**src/rtl/baud_gen_pkg.sv**
```systemverilog
package baud_gen_pkg;

  // Configuration field widths
  localparam int DIV_W     = 8;
  localparam int PRE_W     = 2;
  localparam int RANGE_W   = 3;

  // Counter widths derived from the fields
  localparam int PRE_CNT_W = 4;                    // holds the largest prescale factor (13)
  localparam int RNG_CNT_W = (1 << RANGE_W) - 1;   // holds 2^(2^RANGE_W - 1) - 1

  // Direction indices
  localparam int NDIR   = 2;
  localparam int DIR_RX = 0;
  localparam int DIR_TX = 1;

  typedef struct packed {
    logic                 useProg;
    logic [DIV_W-1:0]     divisor;
    logic [PRE_W-1:0]     preSel;
    logic [RANGE_W-1:0]   rangeSel;
  } dirCfg_t;

  // Strobes from the control to one direction's datapath
  typedef struct packed {
    logic restart;   // clear all counters this cycle, no tick
    logic run;       // settings in force produce ticks
  } dirStrobe_t;

  // Fixed-chain prescaler code to divide factor
  function automatic logic [PRE_CNT_W-1:0] preFactor(input logic [PRE_W-1:0] code);
    case (code)
      2'd0:    return PRE_CNT_W'(1);
      2'd1:    return PRE_CNT_W'(3);
      2'd2:    return PRE_CNT_W'(4);
      default: return PRE_CNT_W'(13);
    endcase
  endfunction

endpackage

```
**src/rtl/baud_ctrl.sv**
```systemverilog
module baud_ctrl
  import baud_gen_pkg::*;
(
  input  logic                  clk,
  input  logic                  rstN,
  input  dirCfg_t [NDIR-1:0]    cfgIn,
  output dirCfg_t [NDIR-1:0]    cfgQ,
  output dirStrobe_t [NDIR-1:0] strb
);

  for (genvar d = 0; d < NDIR; d++) begin : g_dir
    logic cfgChanged;

    // Settings in force: always the previous cycle's inputs
    always_ff @(posedge clk) begin
      cfgQ[d] <= cfgIn[d];
    end

    assign cfgChanged = (cfgIn[d] != cfgQ[d]);

    always_comb begin
      strb[d].restart = !rstN || cfgChanged;
      strb[d].run     = !(cfgQ[d].useProg && (cfgQ[d].divisor == '0));
    end
  end

endmodule

```
**src/rtl/baud_dp.sv**
```systemverilog
module baud_dp
  import baud_gen_pkg::*;
#(
  parameter int POST_DIV = 1
)(
  input  logic       clk,
  input  dirStrobe_t strb,
  input  dirCfg_t    cfgQ,
  output logic       tick
);

  logic [DIV_W-1:0]     progCnt;
  logic [PRE_CNT_W-1:0] preCnt;
  logic [PRE_CNT_W-1:0] preLast;
  logic [RNG_CNT_W-1:0] rngCnt;
  logic [RNG_CNT_W-1:0] rngLast;
  logic                 progHit;
  logic                 preHit;
  logic                 rngHit;
  logic                 rateHit;

  always_comb begin
    progHit = (progCnt == (cfgQ.divisor - DIV_W'(1)));
    preLast = preFactor(cfgQ.preSel) - PRE_CNT_W'(1);
    preHit  = (preCnt == preLast);
    rngLast = ~({RNG_CNT_W{1'b1}} << cfgQ.rangeSel);
    rngHit  = preHit && (rngCnt == rngLast);
    rateHit = strb.run && (cfgQ.useProg ? progHit : rngHit);
  end

  // Programmable divisor path
  always_ff @(posedge clk) begin
    if (strb.restart) begin
      progCnt <= '0;
    end else if (strb.run && cfgQ.useProg) begin
      progCnt <= progHit ? '0 : progCnt + DIV_W'(1);
    end
  end

  // Fixed-ratio chain: prescaler, then power-of-two range stage
  always_ff @(posedge clk) begin
    if (strb.restart) begin
      preCnt <= '0;
      rngCnt <= '0;
    end else if (strb.run && !cfgQ.useProg) begin
      preCnt <= preHit ? '0 : preCnt + PRE_CNT_W'(1);
      if (preHit) begin
        rngCnt <= (rngCnt == rngLast) ? '0 : rngCnt + RNG_CNT_W'(1);
      end
    end
  end

  if (POST_DIV == 1) begin : g_direct
    always_ff @(posedge clk) begin
      tick <= !strb.restart && rateHit;
    end
  end else begin : g_post
    localparam int POST_W = $clog2(POST_DIV);
    logic [POST_W-1:0] postCnt;
    logic              postHit;

    assign postHit = (postCnt == POST_W'(POST_DIV - 1));

    always_ff @(posedge clk) begin
      if (strb.restart) begin
        postCnt <= '0;
        tick    <= 1'b0;
      end else begin
        if (rateHit) begin
          postCnt <= postHit ? '0 : postCnt + POST_W'(1);
        end
        tick <= rateHit && postHit;
      end
    end
  end

endmodule

```
**src/rtl/baud_gen.sv**
```systemverilog
module baud_gen
  import baud_gen_pkg::*;
#(
  parameter int OVERSAMPLE = 16
)(
  input  logic               clk,
  input  logic               rstN,
  input  logic               rxUseProg,
  input  logic [DIV_W-1:0]   rxDivisor,
  input  logic [PRE_W-1:0]   rxPreSel,
  input  logic [RANGE_W-1:0] rxRangeSel,
  input  logic               txUseProg,
  input  logic [DIV_W-1:0]   txDivisor,
  input  logic [PRE_W-1:0]   txPreSel,
  input  logic [RANGE_W-1:0] txRangeSel,
  output logic               rxTick,
  output logic               txTick
);

  dirCfg_t    [NDIR-1:0] cfgIn;
  dirCfg_t    [NDIR-1:0] cfgQ;
  dirStrobe_t [NDIR-1:0] strb;
  logic       [NDIR-1:0] tickOut;

  assign cfgIn[DIR_RX] = {rxUseProg, rxDivisor, rxPreSel, rxRangeSel};
  assign cfgIn[DIR_TX] = {txUseProg, txDivisor, txPreSel, txRangeSel};

  baud_ctrl u_ctrl (
    .clk   (clk),
    .rstN  (rstN),
    .cfgIn (cfgIn),
    .cfgQ  (cfgQ),
    .strb  (strb)
  );

  for (genvar d = 0; d < NDIR; d++) begin : g_path
    baud_dp #(
      .POST_DIV ((d == DIR_TX) ? OVERSAMPLE : 1)
    ) u_dp (
      .clk  (clk),
      .strb (strb[d]),
      .cfgQ (cfgQ[d]),
      .tick (tickOut[d])
    );
  end

  assign rxTick = tickOut[DIR_RX];
  assign txTick = tickOut[DIR_TX];

endmodule

```
**config.mk**
```make
export PLATFORM = sky130hd
export DESIGN_NAME = baud_gen
export DESIGN_NICKNAME = d
export VERILOG_FILES = /design/src/rtl/baud_gen_pkg.sv /design/src/rtl/baud_ctrl.sv /design/src/rtl/baud_dp.sv /design/src/rtl/baud_gen.sv
export SDC_FILE = /design/constraint.sdc
export NUM_CORES = 1
export LEC_CHECK = 0
export ABC_AREA = 1
export BUFFER_PORTS_ARGS = -buffer_cell sky130_fd_sc_hd__buf_2
export CAP_MARGIN = 20
export CORE_MARGIN = 5
export CORE_UTILIZATION = 29
export CTS_CLUSTER_DIAMETER = 100
export DETAILED_ROUTE_END_ITERATION = 8
export SYNTH_ARGS = -nofsm -noshare
export SYNTH_HDL_FRONTEND = slang
export SYNTH_SLANG_ARGS = --single-unit
```
**constraint.sdc**
```tcl
create_clock -name clk -period 2.1 [get_ports clk]
set_input_delay 0.105 -clock clk [delete_from_list [all_inputs] [get_ports clk]]
set_output_delay 0.105 -clock clk [all_outputs]
set_load 0.02 [all_outputs]
```
After elaboration in Yosys (flattened, before gate mapping) --
Index checks and enable logic that the tools add are counted.
Word-level totals: register bits 72, input port bits 30, output and inout bits 2, word-level logic and storage cells 82
Operators by class: $add $sub $neg 11, equality and inequality tests 13, shift-type cells 2, muxes and demuxes 11, bitwise gates (word level) 2, reductions and logical operators 26
Operators with widths (number):
- != test 14 bit | 2
- one-hot mux 4 bit (3 select lines) | 2
- adder 8 x 1 -> 8 bit, second input constant | 2
- == test 8 bit | 2
- zero test 8 bit | 2
- two-way mux 8 bit | 2
- subtractor 8 x 1 -> 8 bit, second input constant | 2
- adder 7 x 1 -> 7 bit, second input constant | 2
- == test 7 bit | 2
- two-way mux 7 bit | 2
- inverter 7 bit | 2
- left shift 7 x 3 -> 7 bit, first input constant | 2
- adder 4 x 1 -> 4 bit, second input constant | 3
- logical AND 1 bit | 12
- two-way mux 4 bit | 3
- == test 4 bit | 2
- subtractor 4 x 1 -> 4 bit, second input constant | 2
- zero test 1 bit | 6
- == test 2 x 1 -> 1 bit, second input constant | 2
- == test 2 bit, second input constant | 2
- == test 4 bit, second input constant | 1
- zero test 2 bit | 2
- AND reduction 2 bit | 2
- logical OR 1 bit | 2
- two-way mux 1 bit | 2

Depth between registers and ports, before layout --
Gate-level depths: netlist of the first run.
depth in word-level cells 8, mapped depth 14, mapped depth without buffers 14

Cells and area by module --
Synthesis of the first run repeated with hierarchy kept, for this count alone.
Second synthesis, totals: cell total of the unflattened synthesis 660, area, all modules 4292.9 sq um
By module, submodules not included:
- baud_dp at g_path[1].u_dp | times used 1, cells each 245, area each 1612.8 sq um, sequential area each 480.5 sq um
- baud_dp at g_path[0].u_dp | times used 1, cells each 224, area each 1485.2 sq um, sequential area each 400.4 sq um
- baud_ctrl | times used 1, cells each 191, area each 1194.9 sq um, sequential area each 560.5 sq um

Least setup slack after synthesis of the first run --
Ideal clock, no wire load.
kind register to register, from register u_ctrl.cfgQ[17] (netlist name), to register g_path[1].u_dp.rngCnt[4], library setup time 0.113 ns, arrival 1.652 ns, required time 1.987 ns, slack 0.335 ns, stages on the path, launching flop included 13, path buffers 0, clock period less this slack 1.765 ns, cell sequence dfxtp_1 inv_1 ha_1 nand2_1 inv_1 nor3_1 nand2_1 nor2_4 inv_1 nor3_1 nand2_1 nand3_1 nor2_1
Between the ends: longest elaborated chain between the ends 5, elaborated cells on any way between the ends 9, those cells by class 1 x add/sub; 4 x eq/ne; 1 x mux; 3 x reduce/logical
RTL lines:
- == test 2 bit (tied with other cells) | RTL line baud_gen_pkg.sv:32 | case (code)
- one-hot mux 4 bit (3 select lines) | RTL line baud_gen_pkg.sv:32
- subtractor 4 x 1 -> 4 bit | RTL line baud_dp.sv:24 | preLast = preFactor(cfgQ.preSel) - PRE_CNT_W'(1);
- == test 4 bit | RTL line baud_dp.sv:25 | preHit = (preCnt == preLast);
- AND reduction 2 bit (no line)
- to (signal assigned) | RTL line baud_dp.sv:48 | rngCnt <= (rngCnt == rngLast) ? '0 : rngCnt + RNG_CNT_W'(1);
- to (decl) | RTL line baud_dp.sv:15 | logic [RNG_CNT_W-1:0] rngCnt;
Parallel ways exist; a longest one is shown, timed or not. A chain may end at the register's enable or synchronous reset.

Worst setup path after layout of the first run --
from register u_ctrl.cfgQ[17] (netlist name), to register g_path[1].u_dp.rngCnt[4]
Between the ends: longest elaborated chain between the ends 5, elaborated cells on any way between the ends 9, those cells by class 1 x add/sub; 4 x eq/ne; 1 x mux; 3 x reduce/logical
RTL lines (RTL line):
- == test 2 bit (tied with other cells) | baud_gen_pkg.sv:32
- one-hot mux 4 bit (3 select lines) | baud_gen_pkg.sv:32
- subtractor 4 x 1 -> 4 bit | baud_dp.sv:24
- == test 4 bit | baud_dp.sv:25
- AND reduction 2 bit (no line)
Parallel ways exist; a longest one is shown, timed or not.

==> metrics list, run 1 <==
- Run status: completed
* Fraction of final layout cells sized beyond drive strength 1: 14.4%
- Yosys mapped a number of flops with a built-in enable equal to 0.
- Starting density of the core: 29.2%
* Num CTS Buffers: 9
- The synthesized design contains 72 register bits.
- In the final routed layout, each cell accounts on average for 10.7 µm.
- P_sw: 0.764 mW
- Once detailed placement completed, the half-perimeter wirelength came to 6650 µm.
* YS warnings: 0
* Gate count after technology mapping: 567
* Wire length of the first global-routing pass: 15200 µm
- In this run the horizontal extent of the chip is 127 µm.
* Final estimated routing congestion in global placement: 0.823
- Crit-path cells: inv_1 -> ha_1 -> nand2_1 -> inv_1 -> nor3_1 -> nand2_1 -> nor2_4 -> inv_1 -> nor3_2 -> nand2_1 -> nand3_1 -> nor2_1
- Leakage power total: 2.12 nW
* Slew at the pin closest to its max-slew limit: 0.345 ns
* Relative contribution of sequential cells to total power: 39.6%
* Final worst path period need: 1.92 ns
* Synth-to-layout area growth: 28.2%
- Largest net degree at the start of global routing: 13
- Proportion of power drawn by combinational gates: 8.5%
- Longest Clk Path Bufs: 2
- Clock sink count: 72
* Fraction of registers with async set/reset: 0%
* Clock tree from TritonCTS: built
- Total power for the finished layout comes to 3.62 mW.
- In this run the worst hold path is classified as input pin to register.
- The worst hold path begins at rstN.
- In this run the worst path has a maximum fanout of 7.
- The floorplan step defined a die boundary enclosing 16200 µm².
* Filler Cell Count: 1412
- The detail route stage leaves a number of antenna-violating nets equal to 0.
* Proportion of power drawn by the clock network: 51.9%
* Cell Pwr Density: 706 nW/µm²
* Clk_lat worst skew: 0.33 ns
* Initial antenna violation count: 0
- 32 I/O pins were placed.
- Core area: 13700 µm²
- Htree depth: 3
* Headroom to the max-slew limit: 76.8%
* Highest clock rate: 0.521 GHz
- DRT iter0 DRCs: 249
* RSZ-0062 raised after global routing: true
- Tracing the worst setup path back leads to its startpoint at u_ctrl.cfgQ[17]$_DFF_P_.
- Die Y: 127 µm
* Critical Path Sink Type: register
- Net switching is 21.1% of the power.
- Via count of the first global-routing pass: 3403
- In this run the critical register-to-register path is launched from u_ctrl.cfgQ[17]$_DFF_P_.
* Nets: 691
- During placement, the flow inserted port buffers numbering 31.
* Critical path startpoint category: register
- Total grt overflow: 0
- Smallest hold slack: 0.329 ns
- Mean instance size in the synthesized netlist: 7.05 µm²
* Synthesized cell area: 4000 µm²
* Clock transition at the registers of the reported paths: 0.06 ns
* Category of cells accounting for the largest share of critical-path delay: simple AND/OR/NAND/NOR gates
- Number of endpoints with negative hold slack in the final report: 0
- Bufs and invs on worst path: 3
- Master cell of the clock root buffer: sky130_fd_sc_hd__clkbuf_16
- Part of the cycle the worst path needs: 91.4%
* Post-detailed-route DRC marker count: 0
- Global routing used 11.2% of the available tracks.
- Number of maximum-capacitance violations: 0
- Endpoints failing setup: 0
- The largest individual stage delay along the critical path comes from the cell sky130_fd_sc_hd__dfxtp_2.
- Sequential cells were found to cover 36.0% of the synthesized design area.
- The netlist uses 40 different library cells.
- Antenna Diode Count: 0
* Largest stage delay, worst path: 0.34 ns
* WL final: 8830 µm
- Maximum vdd ir drop: 0.379 mV
- Data arrival time of the worst path: 2.14 ns
- WP data required: 2.32 ns
- By startpoint and endpoint, the worst setup path is classified as register to register.
- In the synthesized netlist the dominant register cell turns out to be sky130_fd_sc_hd__dfxtp_1.
- Routed via count: 3583
- Internal power: 2.85 mW
- The final max-slew violation count came to 0.
* Post-DR vias/cell: 4.33
- The first detailed-routing pass took 4 iterations.
- Layout Skew: 0.00600 ns
- Synthesized netlist net count: 614
- The initialized floorplan defines 43 standard-cell rows.
-- placed cells by master, fill, tap and decap left out, types with 4 or more instances in the layout --
cell                              n
sky130_fd_sc_hd__buf_2           31
sky130_fd_sc_hd__inv_1           71
sky130_fd_sc_hd__a21oi_1         17
sky130_fd_sc_hd__dfxtp_1         71
sky130_fd_sc_hd__nand3_1         38
sky130_fd_sc_hd__nand4_1          6
sky130_fd_sc_hd__ha_1            17
sky130_fd_sc_hd__clkbuf_16        9
sky130_fd_sc_hd__dlygate4sd3_1   28
sky130_fd_sc_hd__nor2_1          79
sky130_fd_sc_hd__bufinv_16        4
sky130_fd_sc_hd__nand2_1        130
sky130_fd_sc_hd__inv_2            4
sky130_fd_sc_hd__or2_2            4
sky130_fd_sc_hd__nor3_1          16
sky130_fd_sc_hd__nor2_2           8
sky130_fd_sc_hd__nor3_2           8
sky130_fd_sc_hd__buf_4            8
sky130_fd_sc_hd__nand2_2          5
sky130_fd_sc_hd__xnor2_1         19
sky130_fd_sc_hd__xor2_1          26
sky130_fd_sc_hd__o21ai_0         14
-- kinds of logic after synthesis --
logic type / synth area share (%)
XOR/XNOR: 9.85
AO/OA/AOI/OAI: 6.79
buffers and inverters: 7.29
flip-flops: 36.0
AND/OR/NAND/NOR: 34.7
adder cells (fa/ha/maj): 5.32
-- sequential cells by signal, summed over array words and instances, names as in the netlist --
register,flops
g_path.u_dp.g_post.postCnt,4
g_path.u_dp.progCnt,16
g_path.u_dp.tick,2
g_path.u_dp.rngCnt,14
g_path.u_dp.preCnt,8
u_ctrl.cfgQ,28
-- stage by stage --
stage	instances	instance area [µm²]	worst slack [ns]	TNS [ns]	util, %
4_1_cts	822	5040	0.138	0	36.7
3_3_place_gp	779	4390	0.213	0	32.0
3_5_place_dp	779	4390	0.147	0	32.0
6_report	828	5130	0.181	0	37.4
5_1_grt	828	5130	-0.0137	-0.0137	37.4
2_1_floorplan	567	4000	0.335	0	-
-- power by group through the flow --
stage	sequential, mW	combinational (mW)	clock [mW]
2_1_floorplan	1.45	0.179	0
4_1_cts	1.43	0.294	1.91
3_5_place_dp	1.46	0.251	0
3_3_place_gp	1.46	0.252	0
6_report	1.43	0.307	1.88
5_1_grt	1.44	0.349	1.97
-- cell type report --
cell class	instances	area, µm²	share of cell area [%]
clock inverter	5	129	2.51
clock buffer	10	239	4.66
tap	180	225	4.39
timing repair buffer	67	495	9.67
multi-input combinational	418	2310	45.0
inverter	76	287	5.59
sequential	72	1440	28.1
-- metal layers --
| metal | vias to the layer above | wire length, µm | global-route usage (%) |
|---|---|---|---|
| li1 | 1954 | - | - |
| met1 | 1583 | 4290 | 14.1 |
| met2 | 28 | 4140 | 18.6 |
| met3 | 18 | 172 | 2.59 |
| met4 | 0 | 235 | 4.54 |
| met5 | - | 0 | 0 |
-- timing repair --
| item | in CTS | in global routing |
|---|---|---|
| setup buffers | 0 | 6 |
| endpoints found under the hold margin | 28 | 0 |
| gates resized for setup | 0 | 9 |
| hold buffers | 28 | 0 |
| endpoints found under the setup margin | 0 | 12 |
-- cell usage after synthesis, types with 2 or more instances --
cell                          n  area share (%)
sky130_fd_sc_hd__o2111ai_1    2            0.44
sky130_fd_sc_hd__ha_1        17             5.3
sky130_fd_sc_hd__nor3_1      20             2.5
sky130_fd_sc_hd__o21ai_0     14             1.8
sky130_fd_sc_hd__nand4_1      6            0.94
sky130_fd_sc_hd__nor2_2       8             1.3
sky130_fd_sc_hd__nand2_2      4            0.63
sky130_fd_sc_hd__or2_0        2            0.31
sky130_fd_sc_hd__o21ai_1      2            0.25
sky130_fd_sc_hd__nor3_2       4             1.0
sky130_fd_sc_hd__a21oi_1     17             2.1
sky130_fd_sc_hd__o22ai_1      2            0.31
sky130_fd_sc_hd__nor2_4       2            0.56
sky130_fd_sc_hd__dfxtp_1     72              36
sky130_fd_sc_hd__inv_2        4            0.38
sky130_fd_sc_hd__xnor2_1     19             4.2
sky130_fd_sc_hd__a211oi_1     2            0.38
sky130_fd_sc_hd__nor2_1      79             7.4
sky130_fd_sc_hd__a22oi_1      2            0.38
sky130_fd_sc_hd__inv_1       71             6.7
sky130_fd_sc_hd__nor4_1       3            0.47
sky130_fd_sc_hd__nand3_1     39             4.9
sky130_fd_sc_hd__nand2_1    131              12
sky130_fd_sc_hd__xor2_1      26             5.7
sky130_fd_sc_hd__or2_2        4            0.63
-- worst min-delay path, cell delays in order --
cell and delay (ns):
sky130_fd_sc_hd__buf_2 0.12, sky130_fd_sc_hd__o2111ai_1 0.10, sky130_fd_sc_hd__nor4_1 0.06, sky130_fd_sc_hd__nand2_1 0.16, sky130_fd_sc_hd__a21oi_1 0.06
-- path summary, 6_finish.rpt --
kind	slack, ns	to	cells past startpoint
setup / recovery	0.18	g_path[1].u_dp.rngCnt[4]$_SDFFE_PP0P_	12
setup reg to reg	0.18	g_path[1].u_dp.rngCnt[4]$_SDFFE_PP0P_	12
hold / removal	0.33	g_path[0].u_dp.tick$_DFF_P_	5
hold reg to reg	0.50	g_path[1].u_dp.rngCnt[5]$_SDFFE_PP0P_	2
Power figures use the tool's default switching activity.
==> run 2, diff against run 1 <==
--- a/config.mk
+++ b/config.mk
@@ -5,13 +5,13 @@
 export SDC_FILE = /design/constraint.sdc
 export NUM_CORES = 1
 export LEC_CHECK = 0
-export ABC_AREA = 1
 export BUFFER_PORTS_ARGS = -buffer_cell sky130_fd_sc_hd__buf_2
 export CAP_MARGIN = 20
 export CORE_MARGIN = 5
 export CORE_UTILIZATION = 29
 export CTS_CLUSTER_DIAMETER = 100
 export DETAILED_ROUTE_END_ITERATION = 8
+export MAX_ROUTING_LAYER = met4
 export SYNTH_ARGS = -nofsm -noshare
 export SYNTH_HDL_FRONTEND = slang
 export SYNTH_SLANG_ARGS = --single-unit
==> constraint.sdc (replaced) <==
create_clock -name clk -period 1.6 [get_ports clk]
set_input_delay 0.08 -clock clk [delete_from_list [all_inputs] [get_ports clk]]
set_output_delay 0.08 -clock clk [all_outputs]
set_load 0.02 [all_outputs]
==> run 2 against run 1 <==
Net effect:
- the flow now finishes with violations (negative setup slack)
- first-iteration DRC count is 46% lower
- worst setup slack worse by 0.77 ns
- combinational power is 110% higher
- fmax is 12% lower
- largest cell class unchanged
- hold slack worse by 0.062 ns
- sequential share of layout area is 4.4 points lower
==> metrics list, run 2 <==
- Post-DR vias/cell: 4.76 (+10%)
- The maximum root-to-sink buffer count was 2 (unchanged).
* Pre-antenna DRT Iters: 4 (unchanged)
* Mean instance size in the synthesized netlist: 8.90 µm² (+26%)
- The sum of met3 wire segment lengths after detailed routing is 475 µm (+180%).
- The internal power consumption came to 3.39 mW (+19%).
- The net count after synthesis is 475 (-23%).
- The setup violation total in the final timing report was 44 (+44).
- P_sw: 1.06 mW (+39%)
- The critical path is of the register to register type.
* Highest clock rate: 0.457 GHz (-12%)
- Number of flip-flops in the largest register: 28 (unchanged)
- Largest registers ranked by flip-flop count: u_ctrl.cfgQ (28), g_path.u_dp.progCnt (16), g_path.u_dp.rngCnt (14)
- Ranked by total cell area, the synthesized netlist is headed by sky130_fd_sc_hd__dfxtp_1 38%, sky130_fd_sc_hd__xnor2_1 11%, sky130_fd_sc_hd__xor2_1 6.9%.
- Fraction of post-synthesis cell area in the top cell type by area: 37.8% (+1.8 points)
- The area of the die was 15500 µm² (-4.4%).
* Post-detailed-route DRC marker count: 0 (unchanged)
- The clock insertion delay at the later pin of the skew report is 0.33 ns (about the same).
* Routed wl met2: 5270 µm (+27%)
- Final setup TNS: -12.45 ns (-12.45 ns)
* Headroom to the max-slew limit: 67.1% (-9.7 points)
- The count of max-cap constraint violations was 0 (unchanged).
* Synth Register Bits: 72 (unchanged)
- Layout Skew: 0.00465 ns (-0.00135 ns)
- Number of flops mapped to enable cells by yosys: 0 (unchanged)
* Violations in the final reports: negative setup slack
- Nets: 634 (-8.2%)
- The final routed wirelength across all metal layers was 10200 µm (+15%).
- Clock sink count: 72 (unchanged)
- The initial antenna violation count is 1 (+1).
- The top-level port count was 32 (unchanged).
* Starting density of the core: 29.8% (+0.67 points)
* Number of max-slew violations in the final report: 0 (unchanged)
* Count leader, synth: sky130_fd_sc_hd__dfxtp_1
- The worst setup slack after layout came to -0.588 ns (-0.769 ns).
* Fraction of registers with async set/reset: 0% (unchanged)
- Largest net degree at the start of global routing: 12 (-1)
- Tot Pwr: 4.45 mW (+23%)
* Met1 Wirelength: 4210 µm (-1.9%)
* Part of the cycle the worst path needs: 137% (+45 points)
- In the layout the commonest cells are 80 x sky130_fd_sc_hd__buf_4, 52 x sky130_fd_sc_hd__dfxtp_1, 35 x sky130_fd_sc_hd__nor2_1.
- Number of endpoints with negative hold slack in the final report: 0 (unchanged)
- The gate count after technology mapping is 428 (-25%).
* Relative contribution of sequential cells to total power: 42.1% (+2.5 points)
- Critical Path Sink Type: register
- The total routing resource utilization after global routing came to 13.5% (+2.3 points).
- The residual overflow from global routing came to 0 (unchanged).
- The first-pass GRT wire length came to 16900 µm (+11%).
* Largest reg by FF count: u_ctrl.cfgQ
- Number of different library cells in the post-synthesis netlist: 50 (+25%)
- TritonCTS built the clock tree.
- Cell types with the highest counts after synthesis: 72 x sky130_fd_sc_hd__dfxtp_1, 46 x sky130_fd_sc_hd__nor2_1, 46 x sky130_fd_sc_hd__xnor2_1
- Num CTS Buffers: 9 (unchanged)
- The mapped cell area is 3810 µm² (-4.8%).
* Fraction of final layout cells sized beyond drive strength 1: 45.9% (+32 points)
- The switching share of total power is 23.8% (+2.7 points).
- In the synthesized netlist the dominant register cell turns out to be sky130_fd_sc_hd__dfxtp_1.
- Master cell of the clock root buffer: sky130_fd_sc_hd__clkbuf_16
* Core area: 12800 µm² (-6.9%)
- Half-perimeter wire length of the detailed placement result: 6930 µm (+4.2%)
* WP data required: 1.82 ns (-0.50 ns)
- The static leakage is 2.51 nW (+18%).
* Final estimated routing congestion in global placement: 0.815 (-0.97%)
- Via count of the first global-routing pass: 3721 (+9.3%)
- Final worst path period need: 2.19 ns (+0.269 ns)
* Placement Rows: 41 (-4.7%)
- Relative to the synthesized area, the layout overhead comes to 62.9%.
- sky130_fd_sc_hd__dfxtp_1 takes more of the synthesized area than any other cell.
* Data arrival time of the worst path: 2.41 ns (+0.27 ns)
- The maximum fanout encountered on the critical timing path was 7 (unchanged).
* Top Layer Used: met4
- The library cell used most frequently in the layout, excluding fill and tap cells, is sky130_fd_sc_hd__buf_4.
- Critical path startpoint category: register
- Sequential area share after synthesis: 37.8% (+1.8 points)
* Die Y: 125 µm (-2.2%)
- The part of the power in combinational logic came to 14.7% (+6.2 points).
- The total of buffers placed on input and output ports was 31 (unchanged).
- RSZ-0062 raised after global routing: true
* YS warnings: 0 (unchanged)
- Slew at the pin closest to its max-slew limit: 0.490 ns (+0.145 ns)
- Run status: complete, but fails checks
* Wire length per cell: 13.3 µm (+25%)
- The cell total after placement was 705 (-9.5%).
- The die boundary width was 125 µm (-2.2%).
- Post-Layout Cell Count: 765 (-7.6%)
- Routed via count: 3642 (+1.6%)
- Maximum vdd ir drop: 0.650 mV (+72%)
- Antenna violation net count after detailed routing: 0 (unchanged)
- The clock network fraction of design power is 43.2% (-8.7 points).
- DRT iter0 DRCs: 135 (-46%)
* Hold/Removal Path Class: input pin to register
- The total power divided by cell area came to 717 nW/µm² (+1.5%).
- Clock transition at the registers of the reported paths: 0.06 ns (about the same)
- The post-layout instance area is 6210 µm² (+21%).
- The H-tree level count is 3 (unchanged).
* DP Area: 4930 µm² (+12%)
==> run 2: changes by cell type after synthesis, sizes merged, moves of 7 or more <==
cell	previous run	this run
nor2	89	46
clkbuf	0	17
mux2i	0	7
nor3	24	11
inv	75	12
nand4	6	17
a21oi	17	28
nand2	136	21
nand3	41	9
nand2b	1	8
xnor2	19	46
==> run 2: path summary, 6_finish.rpt <==
kind                                                      start                                             to  slack, ns  cells past startpoint
setup reg to reg                        u_ctrl.cfgQ[19]$_DFF_P_  g_path[1].u_dp.g_post.postCnt[0]$_SDFFE_PP0P_      -0.59                     10
setup / recovery                        u_ctrl.cfgQ[19]$_DFF_P_  g_path[1].u_dp.g_post.postCnt[0]$_SDFFE_PP0P_      -0.59                     10
hold reg to reg   g_path[1].u_dp.g_post.postCnt[3]$_SDFFE_PP0P_                 g_path[1].u_dp.tick$_SDFF_PP0_       0.53                      2
hold / removal                                             rstN          g_path[0].u_dp.rngCnt[1]$_SDFFE_PN0P_       0.27                      5
==> run 2: kinds of logic after synthesis <==
kind of cell,synth area share (%)
multiplexers,1.84
adder cells (fa/ha/maj),5.58
flip-flops,37.8
AND/OR/NAND/NOR,23.0
buffers and inverters,3.25
XOR/XNOR,17.5
AO/OA/AOI/OAI,11.0
==> run 2: power groups by stage <==
stage / Sequential [mW] / Clock [mW] / Combinational, mW
finish: 1.87 / 1.92 / 0.654
floorplan: 1.90 / 0 / 0.274
global route: 1.88 / 2.08 / 0.709
detailed placement: 1.91 / 0 / 0.459
CTS: 1.87 / 1.97 / 0.593
global placement: 1.91 / 0 / 0.449
==> run 2: critical path, cell delays in order, from the launching register on <==
cell,delay (ns)
sky130_fd_sc_hd__dfxtp_2,0.34
sky130_fd_sc_hd__inv_2,0.05
sky130_fd_sc_hd__ha_4,0.16
sky130_fd_sc_hd__buf_6,0.11
sky130_fd_sc_hd__nand2b_4,0.14
sky130_fd_sc_hd__a311oi_2,0.26
sky130_fd_sc_hd__o211ai_1,0.21
sky130_fd_sc_hd__o41ai_4,0.40
sky130_fd_sc_hd__buf_6,0.17
sky130_fd_sc_hd__mux2i_1,0.18
sky130_fd_sc_hd__nor2_1,0.06
==> run 2: layer usage <==
layer,track usage [%],vias to the layer above
li1,-,1816
met3,4.55,28
met5,-,-
met4,5.67,0
met2,22.5,77
met1,14.8,1721
==> run 2: stage by stage <==
step	worst slack (ns)	util [%]	hold slack (ns)
floorplan	-0.653	-	0.108
global placement	-0.649	38.6	0.207
detailed placement	-0.708	38.6	0.210
global route	-0.706	48.6	0.296
finish	-0.588	48.6	0.267
CTS	-0.612	46.3	0.279
==> run 2: cell type report <==
| type | instances | area (µm²) |
|---|---|---|
| flip-flops and latches | 72 | 1470 |
| clock inverters | 2 | 12.5 |
| diodes | 1 | 2.50 |
| inverters | 12 | 47.5 |
| multi-input cells | 325 | 2830 |
| fillers | 1139 | 6570 |
| repair buffers | 167 | 1350 |
| clock buffers | 14 | 274 |
| well taps | 172 | 215 |
==> run 2: what timing repair did <==
| action | CTS | global route |
|---|---|---|
| gates resized for setup | 82 | 55 |
| endpoints found under the hold margin | 28 | 0 |
| hold buffers | 28 | 0 |
| pin swaps | 41 | 32 |
| endpoints found under the setup margin | 44 | 44 |
| gates cloned | 0 | 0 |
| setup buffers | 11 | 6 |
